<file path="src/rtl/pgate_pkg.sv">
package pgate_pkg;
  localparam int ID_BITS = 5;
  localparam int GO_BIT  = 8;

  localparam logic [2:0] A_TOGGLE = 3'd0;
  localparam logic [2:0] A_STATUS = 3'd1;
  localparam logic [2:0] A_CLAMP  = 3'd2;
  localparam logic [2:0] A_GFX    = 3'd3;
  localparam logic [2:0] A_SEQ    = 3'd4;
  localparam logic [2:0] A_WAIT   = 3'd5;

  typedef enum logic [2:0] {
    SQ_IDLE, SQ_RST, SQ_PWR, SQ_CLK, SQ_WAIT1, SQ_REL, SQ_WAIT2, SQ_DONE
  } seqState_t;

  typedef struct packed {
    logic               togValid;
    logic [ID_BITS-1:0] togId;
    logic               clampWr;
    logic               gfxWr;
    logic               gfxVal;
    logic               seqRst;
    logic               seqPwr;
    logic               seqClk;
    logic               seqRel;
    logic               seqUnrst;
    logic [ID_BITS-1:0] seqId;
  } strobe_t;
endpackage

</file>
<file path="src/rtl/pgate_ctrl.sv">
module pgate_ctrl
  import pgate_pkg::*;
#(
  parameter int NUM_PART  = 8,
  parameter bit GFX_EN    = 1'b1,
  parameter int GFX_ID    = 1,
  parameter int WAIT_W    = 16,
  parameter int WAIT_INIT = 40
) (
  input  logic                clk,
  input  logic                rstN,
  input  logic [2:0]          regAddr,
  input  logic [31:0]         regWdata,
  input  logic                regWe,
  input  logic [NUM_PART-1:0] pwrState,
  input  logic [NUM_PART-1:0] clampState,
  output logic [31:0]         regRdata,
  output logic [NUM_PART-1:0] clampMask,
  output strobe_t             stb
);
  localparam logic [ID_BITS:0] PART_LIM = (ID_BITS+1)'(NUM_PART);

  seqState_t          state;
  logic [WAIT_W-1:0]  waitQ;
  logic [WAIT_W-1:0]  cnt;
  logic [ID_BITS-1:0] seqIdQ;

  logic [ID_BITS-1:0] wrId;
  logic               idOk;
  logic               goSet;
  logic               seqAccept;
  logic               busy;

  assign wrId      = regWdata[ID_BITS-1:0];
  assign idOk      = {1'b0, wrId} < PART_LIM;
  assign goSet     = regWdata[GO_BIT];
  assign busy      = (state != SQ_IDLE);
  assign seqAccept = regWe && (regAddr == A_SEQ) && goSet && idOk && !busy;
  assign clampMask = regWdata[NUM_PART-1:0];

  always_ff @(posedge clk) begin
    if (!rstN) begin
      state  <= SQ_IDLE;
      waitQ  <= WAIT_W'(WAIT_INIT);
      cnt    <= '0;
      seqIdQ <= '0;
    end else begin
      if (regWe && regAddr == A_WAIT) waitQ <= regWdata[WAIT_W-1:0];
      case (state)
        SQ_IDLE: if (seqAccept) begin
          state  <= SQ_RST;
          seqIdQ <= wrId;
        end
        SQ_RST:  state <= SQ_PWR;
        SQ_PWR:  state <= SQ_CLK;
        SQ_CLK: begin
          state <= SQ_WAIT1;
          cnt   <= waitQ;
        end
        SQ_WAIT1: if (cnt <= 1) state <= SQ_REL; else cnt <= cnt - 1'b1;
        SQ_REL: begin
          state <= SQ_WAIT2;
          cnt   <= waitQ;
        end
        SQ_WAIT2: if (cnt <= 1) state <= SQ_DONE; else cnt <= cnt - 1'b1;
        SQ_DONE:  state <= SQ_IDLE;
        default:  state <= SQ_IDLE;
      endcase
    end
  end

  always_comb begin
    stb          = '0;
    stb.togValid = regWe && (regAddr == A_TOGGLE) && goSet && idOk;
    stb.togId    = wrId;
    stb.clampWr  = regWe && (regAddr == A_CLAMP);
    stb.gfxWr    = GFX_EN && regWe && (regAddr == A_GFX);
    stb.gfxVal   = regWdata[0];
    stb.seqId    = seqIdQ;
    stb.seqRst   = (state == SQ_RST);
    stb.seqPwr   = (state == SQ_PWR);
    stb.seqClk   = (state == SQ_CLK);
    stb.seqRel   = (state == SQ_REL);
    stb.seqUnrst = (state == SQ_DONE);
  end

  always_comb begin
    case (regAddr)
      A_STATUS: regRdata = 32'(pwrState);
      A_CLAMP:  regRdata = 32'(clampState);
      A_GFX:    regRdata = GFX_EN ? {31'b0, clampState[GFX_ID]} : 32'b0;
      A_SEQ:    regRdata = {31'b0, busy};
      A_WAIT:   regRdata = 32'(waitQ);
      default:  regRdata = 32'b0;
    endcase
  end
endmodule

</file>
<file path="src/rtl/pgate_datapath.sv">
module pgate_datapath
  import pgate_pkg::*;
#(
  parameter int NUM_PART = 8,
  parameter bit GFX_EN   = 1'b1,
  parameter int GFX_ID   = 1,
  parameter bit SWAP_EN  = 1'b1,
  parameter int SWAP_A   = 3,
  parameter int SWAP_B   = 4
) (
  input  logic                clk,
  input  logic                rstN,
  input  strobe_t             stb,
  input  logic [NUM_PART-1:0] clampMask,
  output logic [NUM_PART-1:0] pwrOut,
  output logic [NUM_PART-1:0] clampOut,
  output logic [NUM_PART-1:0] clkEnOut,
  output logic [NUM_PART-1:0] rstOut
);
  for (genvar i = 0; i < NUM_PART; i++) begin : g_part
    localparam int SRC = (SWAP_EN && i == SWAP_A) ? SWAP_B :
                         (SWAP_EN && i == SWAP_B) ? SWAP_A : i;
    logic togHit, seqHit, seqOn, offNow;

    assign togHit = stb.togValid && (stb.togId == ID_BITS'(i));
    assign seqHit = (stb.seqId == ID_BITS'(i));
    assign seqOn  = seqHit && stb.seqPwr;
    assign offNow = togHit && pwrOut[i] && !seqOn;

    always_ff @(posedge clk) begin
      if (!rstN) begin
        pwrOut[i]   <= 1'b0;
        clkEnOut[i] <= 1'b0;
        rstOut[i]   <= 1'b1;
      end else begin
        if (seqOn) pwrOut[i] <= 1'b1;
        else if (togHit) pwrOut[i] <= ~pwrOut[i];
        if (offNow) clkEnOut[i] <= 1'b0;
        else if (seqHit && stb.seqClk) clkEnOut[i] <= 1'b1;
        if (offNow || (seqHit && stb.seqRst)) rstOut[i] <= 1'b1;
        else if (seqHit && stb.seqUnrst) rstOut[i] <= 1'b0;
      end
    end

    if (GFX_EN && i == GFX_ID) begin : g_gfx
      always_ff @(posedge clk) begin
        if (!rstN) clampOut[i] <= 1'b1;
        else if (offNow) clampOut[i] <= 1'b1;
        else if (stb.gfxWr) clampOut[i] <= stb.gfxVal;
        else if (seqHit && stb.seqRel) clampOut[i] <= 1'b0;
      end
    end else begin : g_std
      always_ff @(posedge clk) begin
        if (!rstN) clampOut[i] <= 1'b1;
        else if (offNow) clampOut[i] <= 1'b1;
        else if ((stb.clampWr && clampMask[SRC]) || (seqHit && stb.seqRel))
          clampOut[i] <= 1'b0;
      end
    end
  end
endmodule

</file>
<file path="src/rtl/pgate_top.sv">
module pgate_top
  import pgate_pkg::*;
#(
  parameter int NUM_PART = 8,
  parameter bit GFX_EN   = 1'b1,
  parameter int GFX_ID   = 1,
  parameter bit SWAP_EN  = 1'b1,
  parameter int SWAP_A   = 3,
  parameter int SWAP_B   = 4,
  parameter int CLK_MHZ  = 4,
  parameter int WAIT_W   = 16
) (
  input  logic                clk,
  input  logic                rstN,
  input  logic [2:0]          regAddr,
  input  logic [31:0]         regWdata,
  input  logic                regWe,
  output logic [31:0]         regRdata,
  output logic [NUM_PART-1:0] pwrOut,
  output logic [NUM_PART-1:0] clampOut,
  output logic [NUM_PART-1:0] clkEnOut,
  output logic [NUM_PART-1:0] rstOut
);
  localparam int WAIT_INIT = 10 * CLK_MHZ;

  strobe_t             stb;
  logic [NUM_PART-1:0] clampMask;

  pgate_ctrl #(
    .NUM_PART(NUM_PART), .GFX_EN(GFX_EN), .GFX_ID(GFX_ID),
    .WAIT_W(WAIT_W), .WAIT_INIT(WAIT_INIT)
  ) u_ctrl (
    .clk(clk), .rstN(rstN), .regAddr(regAddr), .regWdata(regWdata),
    .regWe(regWe), .pwrState(pwrOut), .clampState(clampOut),
    .regRdata(regRdata), .clampMask(clampMask), .stb(stb)
  );

  pgate_datapath #(
    .NUM_PART(NUM_PART), .GFX_EN(GFX_EN), .GFX_ID(GFX_ID),
    .SWAP_EN(SWAP_EN), .SWAP_A(SWAP_A), .SWAP_B(SWAP_B)
  ) u_dp (
    .clk(clk), .rstN(rstN), .stb(stb), .clampMask(clampMask),
    .pwrOut(pwrOut), .clampOut(clampOut), .clkEnOut(clkEnOut), .rstOut(rstOut)
  );
endmodule

</file>
<file path="config.mk">
export PLATFORM = sky130hd
export DESIGN_NAME = pgate_top
export DESIGN_NICKNAME = d
export VERILOG_FILES = /design/src/rtl/pgate_pkg.sv /design/src/rtl/pgate_ctrl.sv /design/src/rtl/pgate_datapath.sv /design/src/rtl/pgate_top.sv
export SDC_FILE = /design/constraint.sdc
export NUM_CORES = 1
export LEC_CHECK = 0
export BUFFER_PORTS_ARGS = -buffer_cell sky130_fd_sc_hd__buf_2
export CAP_MARGIN = 5
export CORE_AREA = 2 2 107 109
export CTS_CLUSTER_DIAMETER = 200
export DETAILED_ROUTE_END_ITERATION = 7
export DIE_AREA = 0 0 109 111
export HOLD_SLACK_MARGIN = 0.08
export PLACE_DENSITY = 0.62
export RECOVER_POWER = 100
export SLEW_MARGIN = 10
export SYNTH_ARGS = -nofsm -noshare
export SYNTH_HDL_FRONTEND = slang
export SYNTH_SLANG_ARGS = --single-unit
</file>
<file path="constraint.sdc">
create_clock -name clk -period 4.55 [get_ports clk]
set_input_delay 1.365 -clock clk [delete_from_list [all_inputs] [get_ports clk]]
set_output_delay 1.365 -clock clk [all_outputs]
set_load 0.02 [all_outputs]
</file>
== Word-level counts from Yosys, hierarchy flattened ==
Index checks and enable logic that the tools add are counted.
Storage, ports and cells
  register bits: 72
  input bits: 38
  word-level logic and storage cells: 244
  output and inout bits: 64
Cells by class
  order comparisons: 2
  muxes and demuxes: 25
  eq/ne operators: 30
  reduce and logical (&&, ||, !) cells: 141
  add/subtract/negate cells: 1
  bitwise gates (word level): 9
Operators with widths (number)
  $logic_and A1 B1 Y1: 81
  $pmux W16 S5: 1
  $eq A5 B3 Y1 const B: 8
  $reduce_or A2 Y1: 18
  $pmux W16 S2: 1
  $pmux W3 S8: 1
  $eq A5 B2 Y1 const B: 4
  $reduce_bool A2 Y1: 10
  $eq A3 B3 Y1 const B: 6
  $mux W1: 18
  $le A16 B1 Y1 const B: 1
  $mux W16: 1
  $sub A16 B1 Y16 const B: 1
  $logic_or A1 B1 Y1: 15
  $eq A3 B2 Y1 const B: 4
  $eq A5 B1 Y1 const B: 2
  $logic_not A5 Y1: 2
  $logic_not A1 Y1: 9
  $mux W3: 3
  $not A1 Y1: 9
  $eq A3 B1 Y1 const B: 2
  $logic_not A3 Y1: 2
  $ne A2 B1 Y1 const B: 3
  $lt A5 B4 Y1 const B: 1
  other kinds (4): 5

== Depth between registers and ports, before layout ==
Gate-level depths: netlist of run 1.
  depth in word-level cells: 9
  depth in mapped cells: 10
  depth with buffers taken out: 7

== Cells and area by module ==
A second synthesis of run 1 with hierarchy kept.
Unflattened totals
  cells, all modules: 504
  area total of the unflattened synthesis: 3943.8 um^2
By module, submodules not included
  pgate_ctrl: cells each 342, seq. area each 800.8 um^2, instances 1, area each 2526.2 um^2
  pgate_datapath: cells each 162, seq. area each 640.6 um^2, instances 1, area each 1417.6 um^2

== Worst setup path before layout of run 1 ==
No wires, ideal clock.
  path kind: input -> output
  start point: input port regAddr[0]
  end point: output port regRdata[7]
  path slack: 0.661 ns
  stages: 5
  arrival time: 2.524 ns
  path buffers: 2
  data required time: 3.185 ns
  cells stage by stage: nor2b_1 -> clkbuf_1 -> clkbuf_1 -> a22oi_1 -> o21ai_0
Between the ends
  word-level cells in the longest chain between the ends: 2
  elaborated cells on any way between the ends: 6
Ends and longest elaborated chain
  from (decl): line pgate_top.sv:15  | input logic [2:0] regAddr,
  $eq A3 B3 Y1 (tied with other cells): line pgate_ctrl.sv:88  | case (regAddr)
  $pmux W16 S5 (*): line pgate_ctrl.sv:88
  to (decl): line pgate_top.sv:18  | output logic [31:0] regRdata,
Mark *: on every way between the ends. The rest lies on a longest branch, timed or not.

== Final worst setup path of run 1 ==
  start point: input port regAddr[0]
  end point: output port regRdata[2]
The elaborated chain is that of the path after synthesis.

==> results of run 1 <==
==> cells in the final DEF (no fill, tap or decap), types with 4 or more instances in the layout <==
cell         n
or4_1        4
a41o_1       4
mux2i_1      4
o31ai_1      5
a21oi_1     58
a21oi_2      4
nor2b_1     11
clkbuf_1    49
o21ai_2      5
ha_1         6
dfxtp_1     72
a22oi_1      9
nand2_1    105
and2_1       8
o21ai_0     16
a31o_2       9
a211o_1      7
clkbuf_16    9
xor2_1       6
buf_2       20
nand3_1      9
conb_1      16
buf_4        5
o211ai_1     5
nor3_1       9
inv_1        5
nor2_1      32
and3_1      14
==> power by group <==
part	switching [mW]	internal (mW)	total (mW)
sequential	0.0116	0.642	0.653
clock	0.284	0.384	0.668
combinational	0.115	0.0537	0.169
==> layout make-up <==
class                   instances  area share, %
multi-input cells             389           49.3
clock buffers                  10           5.35
clock inverters                 6           1.01
repair buffers                 75           7.64
flip-flops and latches         72           32.2
inverters                       6          0.504
well taps                     143           4.00
==> critical path: cells and delay by family <==
kind,cells,cell delay (ps)
AND/OR/NAND/NOR,3,700
buffers and inverters,3,680
AO/OA/AOI/OAI,1,130
==> stage by stage <==
step | area, um2 | utilization, % | setup slack (ps)
floorplan | 3920 | - | 661
global placement | 4260 | 38.4 | 495
detailed placement | 4260 | 38.4 | 476
CTS | 4540 | 41.0 | 468
global route | 4470 | 40.4 | 180
finish | 4470 | 40.4 | 294
==> cells by family (layout without fill, tap and decap cells) <==
group,Yosys count,after routing,synth area share (%)
xor+xnor,8,8,1.81
flops,72,72,37.3
buf+inv,52,97,7.15
compound gates,139,139,23.6
other cells,1,16,0.0970
simple gates,216,216,27.1
fa+ha+maj,6,6,1.94
mux,4,4,1.04
==> layer usage <==
layer	GRT usage, %	wire length (um)	vias up
met2	32.5	5640	104
met4	7.44	241	0
met3	2.76	528	18
met5	0	0	-
met1	23.2	4700	1818
li1	-	-	1826
==> state kept, by name (all words and copies together), names as in the netlist <==
signal and count:
u_ctrl.cnt 16, u_ctrl.seqIdQ 5, u_ctrl.state 3, u_ctrl.waitQ 16, u_dp.clampOut 8, u_dp.clkEnOut 8, u_dp.pwrOut 8, u_dp.rstOut 8
==> worst max-delay path by stage <==
stage | start | to | cells past startpoint
after floorplan | regAddr[0] | regRdata[7] | 5
after global placement | regAddr[0] | regRdata[2] | 7
after detailed placement | regAddr[0] | regRdata[3] | 7
after CTS | regAddr[0] | regRdata[3] | 7
after global routing | regAddr[0] | regRdata[3] | 7
final | regAddr[0] | regRdata[2] | 7
==> metrics.txt, run 1 <==
CTS H-tree depth=3; yosys warns=0; Die Wd=109 um; RD Place Congestion=0.828; Setup crit start kind=input port; CTS tree=built; largest area contributor in the netlist=dfxtp_1; DRT Wirelength=11100 um; layout cells sized above 1=12.2%; Hold EP=u_ctrl.cnt[6]$_SDFFE_PN0P_; Synth Cell Area=3870 um2; top cells by count, synth=nand2_1 (105), dfxtp_1 (72), a21oi_1 (57); antenna violations before repair=0; synth top area cells=dfxtp_1 (37%), nand2_1 (10%), a21oi_1 (7.4%); first-pass GRT wire length=18000 um; critical path class=input port to primary output; final hold violations=0; Netlist cell types=58; critical hold path startpoint=u_ctrl.cnt[6]$_SDFFE_PN0P_; final worst clock skew=7.31 ps; Max-slew headroom=42.5%; Pre-Repair DR Iteration Count=5; Root Buffer=clkbuf_16; fin crit period=4260 ps; WL/cell=15.8 um; Layout Cells excl Fill=701; status=completed; worst hold stages=2; worst r2r src=u_ctrl.state[0]$_SDFFE_PN0P_; Critical Path RT=3180 ps; CP max stage delay=340 ps; Peak VDD IR=183 uV; fraction of registers with async set/reset=0%; Lkg Pwr=1.63 nW; FF-to-FF End=u_ctrl.cnt[0]$_SDFFE_PN0P_; setup TNS=0 ps; P&R area growth vs syn=15.6%; Core Footprint=11100 um2; Setup Buffers After CTS=0; DP HPWL=8160 um; Syn Area/Cell=7.77 um2; initial core utilization=34.9%; Max Cap Violations=0; fillcell total=1163; Seq/Total Area, Yosys=37.3%; Arrival @ worst endpoint=2890 ps; Worst-Margin Slew=863 ps; Residual DRC=0; PwrDens=333 nW/um2; # IOs=102; vias in the first global route=3608; ys flop type=dfxtp_1; CTS resizes=0; CTS clk-pin slew, worst paths=60 ps; 1st-iter DRT viols=212; Multi-input gate area=2200 um2; setup violators final=0; via count=3766; reg-to-reg setup timing slack=1670 ps; cell count after synthesis=498; via/cell ratio=5.37; Reg area=1440 um2; CTS Buffer Depth=2; clk_lat worst skew=340 ps; Sink Count=72; EDFF count, synth=0; largest net degree at the start of global routing=34; Crit path top cell by count=clkbuf_1; Tot Pwr=1.49 mW; R2R cell count=7; GRT Total Usage=18.8%; RSZ-0062 raised after global routing=false; Hold-fix buffers, CTS=0; n_diodes=0; fin crit share=93.5%; Fin Hold WS=462 ps; I/O Buffers=69; top-count cell post-synth=nand2_1; grt ovf=0; critical-path cell list=clkbuf_1, nor2b_1, buf_12, and2_1, nand2_1, o21ai_0, clkbuf_1; Worst path slowest cell=and2_1; nature of the critical path endpoint=primary output; CTS Buf Count=9; Placed Cells=685; flops & latches, synth=72; Final ANT Viol Nets=0; Peak Freq=0.235 GHz; chip height=111 um; Yosys top cell area share=37.3%; hold crit path type=flop to flop; die area=12100 um2; Cell Rows=39; fin nets=597; final slew viol count=0; Max FO, Critical Path=17
(Power assumes the default switching activity.)
==> run 2, diff against run 1 <==
CORE_AREA = 2 2 87 89   (was 2 2 107 109)
DIE_AREA = 0 0 89 91   (was 0 0 109 111)
PLACE_DENSITY = 0.87   (was 0.62)
clock period = 5.5 ns   (was 4.55 ns; I/O delays follow)
==> metrics.txt, run 2 (synthesized netlist as in run 1, its figures left out) <==
status=completed (unchanged); via count=3892 (was 3766); fin nets=594 (was 597); I/O Buffers=69 (unchanged); grt ovf=0 (unchanged); CTS Buf Count=9 (unchanged); Max FO, Critical Path=21 (was 17); final slew viol count=0 (unchanged); Worst-Margin Slew=1390 ps (was 863 ps); R2R cell count=6 (was 7); Max Cap Violations=0 (unchanged); FF-to-FF End=u_ctrl.cnt[1]$_SDFFE_PN0P_ (was u_ctrl.cnt[0]$_SDFFE_PN0P_); Die Wd=89 um (was 109 um); Final ANT Viol Nets=0 (unchanged); PwrDens=269 nW/um2 (was 333 nW/um2); layout cells sized above 1=11.9% (was 12.2%); clk_lat worst skew=360 ps (was 340 ps); P&R area growth vs syn=11.6% (was 15.6%); reg-to-reg setup timing slack=2360 ps (was 1670 ps); CTS tree=built (unchanged); DRT Wirelength=11000 um (was 11100 um); Hold-fix buffers, CTS=0 (unchanged); Peak Freq=0.202 GHz; Critical Path RT=3850 ps (was 3180 ps); RD Place Congestion=0.857 (was 0.828); setup TNS=0 ps (unchanged); # IOs=102 (unchanged); final worst clock skew=11.0 ps (was 7.31 ps); worst setup path startpoint=regAddr[2] (was regAddr[0]); Setup crit start kind=input port (unchanged); Peak VDD IR=181 uV (was 183 uV); RSZ-0062 raised after global routing=false (unchanged); nature of the critical path endpoint=primary output (unchanged); setup violators final=0 (unchanged); CTS Buffer Depth=2 (unchanged); Lkg Pwr=1.58 nW (was 1.63 nW); GRT Total Usage=27.5% (was 18.8%); Residual DRC=0 (unchanged); Core Footprint=7140 um2 (was 11100 um2); WL/cell=16.8 um (was 15.8 um); design area=4320 um2 (was 4470 um2); Setup Buffers After CTS=0 (unchanged); hold crit path type=flop to flop (unchanged); Critical Path End=regRdata[6] (was regRdata[2]); fin crit period=4940 ps; vias in the first global route=3675 (was 3608); Cell Area, Placed=4170 um2 (was 4260 um2); CTS resizes=0 (unchanged); final hold violations=0 (unchanged); Arrival @ worst endpoint=3290 ps (was 2890 ps); via/cell ratio=5.95 (was 5.37); most frequent cells in the layout=nand2_1 (105), dfxtp_1 (72), a21oi_1 (59), clkbuf_1 (50), nor2_1 (32) (was nand2_1 (105), dfxtp_1 (72), a21oi_1 (58), clkbuf_1 (49), nor2_1 (32)); Root Buffer=clkbuf_8 (was clkbuf_16); die area=8100 um2 (was 12100 um2); n_diodes=0 (unchanged); worst r2r src=u_ctrl.state[1]$_SDFFE_PN0P_ (was u_ctrl.state[0]$_SDFFE_PN0P_); initial core utilization=54.2% (was 34.9%); CTS H-tree depth=3 (unchanged); critical path class=input port to primary output (unchanged); commonest non-fill, non-tap cell in the layout=nand2_1 (unchanged); Pre-Repair DR Iteration Count=5 (unchanged); top flop regs=u_ctrl.cnt: 16 flops, u_ctrl.waitQ: 16 flops (unchanged); Max-slew headroom=7.02% (was 42.5%); largest net degree at the start of global routing=34 (unchanged); CTS clk-pin slew, worst paths=80 ps (was 60 ps); first-pass GRT wire length=17600 um (was 18000 um); Sink Count=72 (unchanged); chip height=91 um (was 111 um); DP HPWL=7770 um (was 8160 um); 1st-iter DRT viols=408 (was 212); antenna violations before repair=0 (unchanged); fin crit share=89.9%; Cell Rows=31 (was 39)
run 2: metrics by stage:
| step | setup WS (ps) | power [mW] | cells | util [%] | hold slack (ps) |
|---|---|---|---|---|---|
| final | 557 | 1.16 | 654 | 60.5 | 458 |
| after CTS | 940 | 1.16 | 654 | 61.5 | 460 |
| after floorplan | 1040 | 0.653 | 513 | - | 435 |
| after global routing | 439 | 1.19 | 654 | 60.5 | 480 |
| after detailed placement | 967 | 0.687 | 638 | 58.4 | 448 |
| after global placement | 996 | 0.682 | 638 | 58.4 | 441 |
run 2: worst min path at each step:
stage | startpoint | end | slack [ps] | depth (start not counted)
after floorplan | u_ctrl.cnt[6]$_SDFFE_PN0P_ | u_ctrl.cnt[6]$_SDFFE_PN0P_ | 430 | 2
after global placement | u_ctrl.cnt[6]$_SDFFE_PN0P_ | u_ctrl.cnt[6]$_SDFFE_PN0P_ | 440 | 2
after detailed placement | u_ctrl.cnt[6]$_SDFFE_PN0P_ | u_ctrl.cnt[6]$_SDFFE_PN0P_ | 450 | 2
after CTS | u_ctrl.cnt[6]$_SDFFE_PN0P_ | u_ctrl.cnt[6]$_SDFFE_PN0P_ | 460 | 2
after global routing | u_ctrl.cnt[6]$_SDFFE_PN0P_ | u_ctrl.cnt[6]$_SDFFE_PN0P_ | 480 | 2
final | u_ctrl.cnt[6]$_SDFFE_PN0P_ | u_ctrl.cnt[6]$_SDFFE_PN0P_ | 460 | 2
run 2: cell type report:
| cell class | instances | area, um2 |
|---|---|---|
| Fill cell | 652 | 2820 |
| Multi-Input combinational cell | 389 | 2200 |
| Sequential cell | 72 | 1440 |
| Timing Repair Buffer | 72 | 300 |
| Clock buffer | 9 | 124 |
| Tap cell | 99 | 124 |
| Clock inverter | 7 | 101 |
| Inverter | 6 | 22.5 |
run 2: worst max-delay path, cell delays in order:
cell and delay (ps):
clkbuf_1 650, and2_0 490, nand2_1 100, o21ai_0 120, clkbuf_1 270
run 2: where the power goes:
part / leakage (nW) / total (mW) / switching [mW] / internal [mW]
clock network: 0.107 / 0.482 / 0.222 / 0.260
logic: 0.894 / 0.138 / 0.0958 / 0.0423
registers: 0.582 / 0.539 / 0.00932 / 0.530
total: 1.58 / 1.16 / 0.327 / 0.832
run 2: metal layers:
| layer | vias to the layer above | wire length (um) | GRT usage, % |
|---|---|---|---|
| met5 | - | 0 | 0 |
| met4 | 0 | 349 | 13.7 |
| met3 | 41 | 875 | 6.73 |
| met2 | 206 | 5300 | 43.1 |
| met1 | 1826 | 4470 | 34.9 |
| li1 | 1819 | - | - |
